===== config.mk =====
export PLATFORM = sky130hd
export DESIGN_NAME = adc_sar_host
export DESIGN_NICKNAME = d
export VERILOG_FILES = /design/src/rtl/adc_host_pkg.sv /design/src/rtl/adc_sclk_gen.sv /design/src/rtl/adc_shift_unit.sv /design/src/rtl/adc_strobe_watch.sv /design/src/rtl/adc_sar_host.sv
export SDC_FILE = /design/constraint.sdc
export NUM_CORES = 1
export LEC_CHECK = 0
export BUFFER_PORTS_ARGS = -buffer_cell sky130_fd_sc_hd__buf_2
export CAP_MARGIN = 40
export CORE_MARGIN = 2
export CORE_UTILIZATION = 40
export CTS_CLUSTER_DIAMETER = 60
export DETAILED_ROUTE_END_ITERATION = 10
export GPL_TIMING_DRIVEN = 0
export PLACE_DENSITY = 0.62
export SLEW_MARGIN = 10
export SYNTH_ARGS = -nofsm -noshare
export SYNTH_HDL_FRONTEND = slang
export SYNTH_SLANG_ARGS = --single-unit
export TNS_END_PERCENT = 100

===== constraint.sdc =====
create_clock -name clk -period 2.46 [get_ports clk]
set_input_delay 0.492 -clock clk [delete_from_list [all_inputs] [get_ports clk]]
set_output_delay 0.492 -clock clk [all_outputs]
set_load 0.01 [all_outputs]

===== src/rtl/adc_host_pkg.sv =====
package adc_host_pkg;

  typedef enum logic [2:0] {
    ST_IDLE,
    ST_CMD,
    ST_WAIT,
    ST_RES,
    ST_DONE
  } host_state_t;

  localparam int          MODE_W   = 2;
  localparam logic [1:0]  MODE_EXT = 2'b11;
  localparam logic [1:0]  MODE_INT = 2'b10;

endpackage


===== src/rtl/adc_sclk_gen.sv =====
module adc_sclk_gen #(
  parameter int HALF_DIV = 13
) (
  input  logic clk,
  input  logic rst_n,
  input  logic run,
  output logic sclk_o,
  output logic rise_o,
  output logic fall_o
);
  localparam int CNT_W = (HALF_DIV < 2) ? 1 : $clog2(HALF_DIV);
  localparam logic [CNT_W-1:0] LAST = CNT_W'(HALF_DIV - 1);

  logic [CNT_W-1:0] cnt_q;
  logic             sclk_q;
  logic             term;

  assign term = run && (cnt_q == LAST);

  always_ff @(posedge clk or negedge rst_n) begin
    if (!rst_n) begin
      cnt_q  <= '0;
      sclk_q <= 1'b0;
    end else if (!run) begin
      cnt_q  <= '0;
      sclk_q <= 1'b0;
    end else if (term) begin
      cnt_q  <= '0;
      sclk_q <= ~sclk_q;
    end else begin
      cnt_q  <= cnt_q + 1'b1;
    end
  end

  assign sclk_o = sclk_q;
  assign rise_o = term && !sclk_q;
  assign fall_o = term &&  sclk_q;

endmodule


===== src/rtl/adc_shift_unit.sv =====
module adc_shift_unit #(
  parameter int CMD_W = 8,
  parameter int RES_W = 12
) (
  input  logic             clk,
  input  logic             rst_n,
  input  logic             load,
  input  logic [CMD_W-1:0] cmd_in,
  input  logic             tx_step,
  input  logic             rx_step,
  input  logic             dout_i,
  output logic             din_o,
  output logic [RES_W-1:0] rx_o
);
  logic [CMD_W-1:0] tx_q;
  logic [RES_W-1:0] rx_q;

  always_ff @(posedge clk or negedge rst_n) begin
    if (!rst_n) begin
      tx_q <= '0;
    end else if (load) begin
      tx_q <= cmd_in;
    end else if (tx_step) begin
      tx_q <= {tx_q[CMD_W-2:0], 1'b0};
    end
  end

  always_ff @(posedge clk or negedge rst_n) begin
    if (!rst_n) begin
      rx_q <= '0;
    end else if (load) begin
      rx_q <= '0;
    end else if (rx_step) begin
      rx_q <= {rx_q[RES_W-2:0], dout_i};
    end
  end

  assign din_o = tx_q[CMD_W-1];
  assign rx_o  = rx_q;

endmodule


===== src/rtl/adc_strobe_watch.sv =====
module adc_strobe_watch #(
  parameter int TIMEOUT_CYC = 1024
) (
  input  logic clk,
  input  logic rst_n,
  input  logic strb_i,
  input  logic arm,
  output logic seen_o,
  output logic expire_o
);
  localparam int TMR_W = $clog2(TIMEOUT_CYC + 1);
  localparam logic [TMR_W-1:0] TMR_LAST = TMR_W'(TIMEOUT_CYC - 1);

  logic [2:0]       sync_q;
  logic [TMR_W-1:0] tmr_q;
  logic             rise;

  always_ff @(posedge clk or negedge rst_n) begin
    if (!rst_n) sync_q <= '0;
    else        sync_q <= {sync_q[1:0], strb_i};
  end

  assign rise = sync_q[1] && !sync_q[2];

  always_ff @(posedge clk or negedge rst_n) begin
    if (!rst_n)      tmr_q <= '0;
    else if (!arm)   tmr_q <= '0;
    else if (!rise && tmr_q != TMR_LAST) tmr_q <= tmr_q + 1'b1;
  end

  assign seen_o   = arm && rise;
  assign expire_o = arm && !rise && (tmr_q == TMR_LAST);

endmodule


===== src/rtl/adc_sar_host.sv =====
module adc_sar_host
  import adc_host_pkg::*;
#(
  parameter int               HALF_DIV    = 13,
  parameter int               TIMEOUT_CYC = 1024,
  parameter int               CH_W        = 2,
  parameter int               CFG_W       = 3,
  parameter logic [CFG_W-1:0] CFG_BITS    = 3'b110,
  parameter int               RES_W       = 12,
  parameter int               EXT_SKIP    = 1
) (
  input  logic             clk,
  input  logic             rst_n,
  input  logic             req_valid,
  output logic             req_ready,
  input  logic [CH_W-1:0]  req_chan,
  input  logic             req_int_clk,
  output logic             rsp_valid,
  input  logic             rsp_ready,
  output logic [CH_W-1:0]  rsp_chan,
  output logic [RES_W-1:0] rsp_data,
  output logic             rsp_err,
  output logic             adc_cs_n,
  output logic             adc_sclk,
  output logic             adc_din,
  input  logic             adc_dout,
  input  logic             adc_sstrb
);
  localparam int CMD_W   = 1 + CH_W + CFG_W + MODE_W;
  localparam int TAIL_W  = EXT_SKIP + RES_W;
  localparam int RC_W    = $clog2(((CMD_W > TAIL_W) ? CMD_W : TAIL_W) + 1);

  host_state_t      state_q;
  logic             cs_n_q;
  logic             int_q;
  logic [CH_W-1:0]  chan_q;
  logic [RES_W-1:0] data_q;
  logic             err_q;
  logic [RC_W-1:0]  rises_q;

  logic             run, rise_p, fall_p;
  logic             load, tx_step, rx_step;
  logic             seen, expire;
  logic [RES_W-1:0] rx_word;
  logic [CMD_W-1:0] cmd_word;
  logic [RC_W-1:0]  skip_lim, done_lim;

  assign req_ready = (state_q == ST_IDLE);
  assign load      = req_ready && req_valid;
  assign run       = (state_q == ST_CMD) || (state_q == ST_RES);
  assign cmd_word  = {1'b1, req_chan, CFG_BITS, (req_int_clk ? MODE_INT : MODE_EXT)};
  assign skip_lim  = int_q ? '0 : RC_W'(EXT_SKIP);
  assign done_lim  = skip_lim + RC_W'(RES_W);
  assign tx_step   = (state_q == ST_CMD) && fall_p;
  assign rx_step   = (state_q == ST_RES) && rise_p && (rises_q >= skip_lim);

  adc_sclk_gen #(.HALF_DIV(HALF_DIV)) u_sclk (
    .clk    (clk),
    .rst_n  (rst_n),
    .run    (run),
    .sclk_o (adc_sclk),
    .rise_o (rise_p),
    .fall_o (fall_p)
  );

  adc_shift_unit #(.CMD_W(CMD_W), .RES_W(RES_W)) u_shift (
    .clk     (clk),
    .rst_n   (rst_n),
    .load    (load),
    .cmd_in  (cmd_word),
    .tx_step (tx_step),
    .rx_step (rx_step),
    .dout_i  (adc_dout),
    .din_o   (adc_din),
    .rx_o    (rx_word)
  );

  adc_strobe_watch #(.TIMEOUT_CYC(TIMEOUT_CYC)) u_strb (
    .clk      (clk),
    .rst_n    (rst_n),
    .strb_i   (adc_sstrb),
    .arm      (state_q == ST_WAIT),
    .seen_o   (seen),
    .expire_o (expire)
  );

  always_ff @(posedge clk or negedge rst_n) begin
    if (!rst_n) begin
      state_q <= ST_IDLE;
      cs_n_q  <= 1'b1;
      int_q   <= 1'b0;
      chan_q  <= '0;
      data_q  <= '0;
      err_q   <= 1'b0;
      rises_q <= '0;
    end else begin
      case (state_q)
        ST_IDLE: begin
          if (req_valid) begin
            cs_n_q  <= 1'b0;
            int_q   <= req_int_clk;
            chan_q  <= req_chan;
            rises_q <= '0;
            state_q <= ST_CMD;
          end
        end
        ST_CMD: begin
          if (rise_p) rises_q <= rises_q + 1'b1;
          if (fall_p && rises_q == RC_W'(CMD_W)) begin
            rises_q <= '0;
            state_q <= int_q ? ST_WAIT : ST_RES;
          end
        end
        ST_WAIT: begin
          if (seen) begin
            state_q <= ST_RES;
          end else if (expire) begin
            cs_n_q  <= 1'b1;
            err_q   <= 1'b1;
            data_q  <= '0;
            state_q <= ST_DONE;
          end
        end
        ST_RES: begin
          if (rise_p) rises_q <= rises_q + 1'b1;
          if (fall_p && rises_q == done_lim) begin
            cs_n_q  <= 1'b1;
            err_q   <= 1'b0;
            data_q  <= rx_word;
            state_q <= ST_DONE;
          end
        end
        ST_DONE: begin
          if (rsp_ready) state_q <= ST_IDLE;
        end
        default: state_q <= ST_IDLE;
      endcase
    end
  end

  assign adc_cs_n  = cs_n_q;
  assign rsp_valid = (state_q == ST_DONE);
  assign rsp_chan  = chan_q;
  assign rsp_data  = data_q;
  assign rsp_err   = err_q;

endmodule


# Yosys cells after proc, flatten, opt, wreduce, memory -nomap -nowiden
# Index checks and enable logic that the tools add are counted.
[totals]
reg_bits = 63
inputBits = 9
output_inout_bits = 20
elab_cells = 101
[op_classes]
add_sub_neg = 4
order_cmp = 1
n_eq_ne = 18
mux = 35
bitwise_logic = 1
reduce_logical = 29
[ops]
columns = ["op", "n"]
rows = [
  ["12-bit 2-to-1 mux", 5],
  ["12-bit one-hot mux with 2 select lines", 1],
  ["11-bit 2-to-1 mux", 2],
  ["4-bit 2-to-1 mux", 5],
  ["3-bit 2-to-1 mux", 6],
  ["8-bit 2-to-1 mux", 2],
  ["3-bit one-hot mux with 5 select lines", 1],
  ["1-bit logical AND", 14],
  ["4-bit one-hot mux with 3 select lines", 1],
  ["11-bit by 1-bit adder with 11-bit output (second input constant)", 1],
  ["11-bit by 10-bit == test with 1-bit output (second input constant)", 1],
  ["11-bit by 10-bit inequality test with 1-bit output (second input constant)", 1],
  ["1-bit 2-to-1 mux", 10],
  ["2-bit inequality test (second input constant)", 5],
  ["5-bit AND reduction", 2],
  ["4-bit by 1-bit adder with 4-bit output (second input constant)", 2],
  ["4-bit == test (second input constant)", 2],
  ["3-bit by 2-bit == test with 1-bit output (second input constant)", 2],
  ["2-bit by 1-bit inequality test with 1-bit output (second input constant)", 3],
  ["2-bit nonzero test", 3],
  ["3-bit nonzero test", 2],
  ["2-bit by 3-bit adder with 4-bit output (second input constant)", 1],
  ["4-bit == test", 1],
  ["4-bit by 1-bit greater-or-equal comparator with 1-bit output", 1],
  ["other kinds (11)", 14],
]

# Depth between registers and ports, before layout
[logic_depth]
word_depth = 8
depth_mapped = 7
ltp_nobuf = 6

# Modules after synthesis
# From an unflattened synthesis, not the netlist that was laid out.
[unflattened]
hier_cells = 276
hier_area_um2 = 3001.6
[modules_own_cells]
columns = ["module", "n_inst", "cells_per_inst", "area_per_inst_um2", "seq_area_each_um2"]
rows = [
  ["adc_sar_host", 1, 105, 1158.6, 601.8],
  ["adc_shift_unit", 1, 73, 845.8, 500.5],
  ["adc_strobe_watch", 1, 71, 737.0, 350.3],
  ["adc_sclk_gen", 1, 27, 260.2, 125.1],
]

# Least setup slack after synthesis
# No wires, ideal clock.
[synth_path]
path_type = "flip-flop to flip-flop"
startpoint = "register u_sclk.cnt_q[0]"
endpoint = "register data_q[0], in the netlist rsp_data[0]"
setup_ns = 0.121
arrival_time_ns = 1.721
t_required_ns = 2.339
slack_ns = 0.618
stages_incl_launch_ff = 8
n_path_buf = 1
synth_period_minus_slack_ns = 1.842
path_cell_list = "dfrtp_1 > inv_1 > ha_1 > nand3_2 > nor4_2 > a31oi_1 > buf_2 > a22o_1"
[synth_between]
elab_chain_len = 6
[synth_rtl]
columns = ["item", "line", "rtl"]
rows = [
  ["start, declared", "adc_sclk_gen.sv:14", "logic [CNT_W-1:0] cnt_q;"],
  ["start signal, assigned", "adc_sclk_gen.sv:31", "cnt_q <= cnt_q + 1'b1;"],
  ["4-bit == test", "adc_sclk_gen.sv:18", "assign term = run && (cnt_q == LAST);"],
  ["1-bit logical AND", "adc_sclk_gen.sv:18", ""],
  ["1-bit logical AND", "adc_sclk_gen.sv:37", "assign fall_o = term && sclk_q;"],
  ["1-bit logical AND", "adc_sar_host.sv:126", "if (fall_p && rises_q == done_lim) begin"],
  ["2-bit by 1-bit inequality test with 1-bit output (no line)", "--", ""],
  ["4-bit AND reduction (no line)", "--", ""],
  ["end signal, assigned", "adc_sar_host.sv:129", "data_q <= rx_word;"],
  ["end, declared", "adc_sar_host.sv:37", "logic [RES_W-1:0] data_q;"],
]
# No other way between the ends.
# A chain may end at the register's enable or synchronous reset.

# Final worst setup path
[layout_path]
startpoint = "register u_sclk.cnt_q[0]"
endpoint = "register data_q[9], in the netlist rsp_data[9]"
# Same word-level chain as after synthesis.

==> impl_metrics.csv <==
group,metric,value,unit
global_routing,grt_usage,16.7,%
status,status,"completed",
sta,finClkSkew,12.6,ps
final_layout,multi_input_area,1180,µm²
pwr,power_frac_seq,48.7,%
synthesis,avgSynthCellArea,10.7,µm²
synthesis,yosysTopAreaCell,"dfrtp_1",
synthesis,syn_area,2890,µm²
cts,clk_latency,350,ps
global_routing,antenna_found_initial,0,
pwr,power_leakage,1.57,nW
cts,cts-root-buf,"clkbuf_8",
cts,cts_buffers,9,
synthesis,synth_nets,284,
critical_path,ff2ff_setup_slack,120,ps
synthesis,synthArstFlopShare,100,%
sta,setup_viol,0,
pwr,p_per_area,791,nW/µm²
floorplan,start_util,41.8,%
final_layout,fin_nets,323,
synthesis,synthTopCellsByCount,"dfrtp_1 (62), nand2_1 (33), inv_1 (18), mux2i_1 (18), nor2_1 (17)",
critical_path,critical_path_required,2690,ps
critical_path,critPathSlowestCell,"nor4_2",
critical_path,reg2reg_from,"u_sclk.cnt_q[0]$_DFF_PN0_",
critical_path,critPathTopFamily,"simple AND/OR/NAND/NOR gates",
global_routing,grt_start_max_net_pins,64,
place,gp_congestion,0.780,
synthesis,yosysUniqueCellTypes,48,
cts,cts_resized,0,
critical_path,r2r_cells,7,
floorplan,row_count,30,
critical_path,path_depth,7,
critical_path,endpoint,"rsp_data[9]$_DFFE_PN0P_",
detailed_routing,drcViolationCount,0,
cts,postCtsSetupBuffers,0,
detailed_routing,drt_iter0_markers,138,
final_layout,antennaDiodeCount,0,
critical_path,crit_path_end_kind,"register",
detailed_routing,vias_per_cell,5.05,
final_layout,design_area,3350,µm²
final_layout,syn2layout_area_growth,15.8,%
synthesis,yosysSeqAreaShare,54.6,%
pwr,combPwrFrac,17.4,%
flow_run,drv_cap,0,
floorplan,fp.dieH,89.0,µm
critical_path,cp_cell_sequence,"inv_1 -> ha_1 -> nand3_2 -> nor4_2 -> a31oi_1 -> buf_2 -> a22o_1",
detailed_routing,wl_per_cell,13.8,µm
place,port_buffers,28,
pwr,p_sw_share,30.3,%
sta,max_clock_freq,0.428,GHz
pwr,clkPwrFrac,33.9,%
cts,cts_tree,"built",
critical_path,critPathKind,"register to register",
place,dpl_cell_area,3150,µm²
pwr,p_int,0.00185,W
pwr,vdd_drop_max,0.000410,V
final_layout,drive_gt1_share,21.1,%
detailed_routing,drtPass1Iterations,4,
synthesis,synth_edf_count,0,
critical_path,startpoint,"u_sclk.cnt_q[0]$_DFF_PN0_",
critical_path,cp-start-kind,"register",
cts,h-tree-depth,3,
detailed_routing,vias,2065,
critical_path,cpPeakStageDelay,590,ps
cts,clockBufferDepth,2,
cts,hold_buffers,0,
sta,finalHoldViolCount,0,
cts,clkSlewWorstSetupHoldPaths,80,ps
sta,slew_viol_final,0,
synthesis,netlist_top_cells_area,"dfrtp_1 (54%), mux2i_1 (6.2%), nand2_1 (4.3%), a22o_1 (3.6%), ha_1 (2.6%)",
floorplan,ios,29,
synthesis,ys_seq_elements,63,
critical_path,path_buf_inv,2,
sta,slew_headroom,47.9,%
global_routing,grt_overflow_total,0,
final_layout,nFillCells,691,
critical_path,reg2reg_to,"rsp_data[9]$_DFFE_PN0P_",
detailed_routing,ant_nets,0,
global_routing,grt_first_pass_wirelength,9890,µm
global_routing,grt_pass1_vias,2065,
final_layout,seq_area,1580,µm²
sta,min_period,2340,ps
synthesis,yosys_warnings,0,
critical_path,arrival,2570,ps
place,hpwl,3860,µm
sta,timing.final.crit_share,95.0,%
floorplan,fp.dieW,89.0,µm
synthesis,yosys.area.top_type_share,53.7,%
synthesis,synthCells,269,
critical_path,cp_max_fo,10,
pwr,p_switching,0.000801,W
sta,rsz0062_at_grt,"no",
sta,tns,0,ps
synthesis,synthMostInstantiatedCell,"dfrtp_1",
sta,worst_pin_slew,781,ps
floorplan,dieArea,7920,µm²
hold_path,hold_path.class,"input pin to async pin",
detailed_routing,wl,5660,µm
synthesis,ys.flop_type,"dfrtp_1",
cts,clock-sinks,63,
floorplan,coreArea,6910,µm²
logic make-up (layout without fill, tap and decap cells):
group                    after synthesis  in the layout  share of synthesized area [%]
buffers and inverters                 29             73                           4.42
multiplexers                          21             21                           7.41
XOR/XNOR                               6              6                           1.82
AO/OA/AOI/OAI                         47             47                           11.1
AND/OR/NAND/NOR                       97             97                           18.1
adder cells (fa/ha/maj)                6              6                           2.60
flip-flops                            63             63                           54.6
worst min-delay path by stage:
| stage | slack (ps) | cells after the start | start | to |
|---|---|---|---|---|
| finish | 220 | 1 | rst_n | u_strb.tmr_q[4]$_DFFE_PN0P_ |
| global route | 230 | 1 | adc_sstrb | u_strb.sync_q[0]$_DFF_PN0_ |
| CTS | 240 | 1 | adc_sstrb | u_strb.sync_q[0]$_DFF_PN0_ |
| detailed placement | 340 | 0 | u_strb.sync_q[0]$_DFF_PN0_ | u_strb.sync_q[1]$_DFF_PN0_ |
| global placement | 340 | 0 | u_strb.sync_q[0]$_DFF_PN0_ | u_strb.sync_q[1]$_DFF_PN0_ |
| floorplan | 200 | 0 | rst_n | int_q$_DFFE_PN0P_ |
cells in the final DEF (no fill, tap or decap), drive strengths merged, types with 2 or more instances in the layout:
cell	instances
and3	2
a211oi	2
nand3	7
clkinv	3
nor2	17
nand2b	2
o21ai	8
buf	35
a31oi	4
or2	2
a22o	12
mux2i	18
mux2	3
clkbuf	13
xnor2	5
nand4	2
inv	20
o31ai	4
or4	3
nor4	7
or3	6
ha	6
a21oi	12
dfrtp	62
nor3	10
nor2b	2
nand2	33
power by group through the flow:
stage / clock [W] / combinational (W) / sequential [W]
6_report: 0.000896 / 0.000462 / 0.00129
5_1_grt: 0.000967 / 0.000539 / 0.00132
4_1_cts: 0.000918 / 0.000472 / 0.00129
3_5_place_dp: 0 / 0.000470 / 0.00131
3_3_place_gp: 0 / 0.000454 / 0.00130
2_1_floorplan: 0 / 0.000329 / 0.00130
worst reg2reg max path: cells and delay by family, from the launching register on:
kind,cells,cell delay (ps)
compound gates,2,450
fa+ha+maj,1,220
buf+inv,2,370
flops,1,420
simple gates,2,780
cell type report:
| cell class | count | share of cell area (%) |
|---|---|---|
| buffer | 11 | 1.80 |
| clock inverter | 7 | 2.09 |
| tap | 96 | 3.59 |
| multi-input combinational | 177 | 35.4 |
| clock buffer | 9 | 3.70 |
| timing repair buffer | 28 | 4.26 |
| sequential | 63 | 47.2 |
| inverter | 18 | 2.02 |
per-layer routing:
layer	global-route usage, %	vias to the layer above	wire length [µm]
met5	0	-	0
met1	22.6	995	2750
li1	-	1027	-
met4	5.29	0	74
met2	24.7	34	2570
met3	7.02	9	273
per-stage QoR:
step	util (%)	setup slack, ps	total power (W)	cells	hold WS (ps)
finish	48.4	124	0.00265	409	223
global route	48.4	1.21	0.00282	409	230
CTS	48.4	69.1	0.00268	409	242
detailed placement	45.6	94.2	0.00178	393	337
global placement	45.6	124	0.00176	393	338
floorplan	-	618	0.00163	269	196
registers in the layout (all words and copies together) (netlist names), 3 cells and up:
name	count
u_shift.tx_q	8
u_shift.rx_o	12
u_sclk.cnt_q	4
rises_q	4
rsp_data	12
u_strb.sync_q	3
state_q	3
u_strb.tmr_q	11
Power figures use the tool's default switching activity.
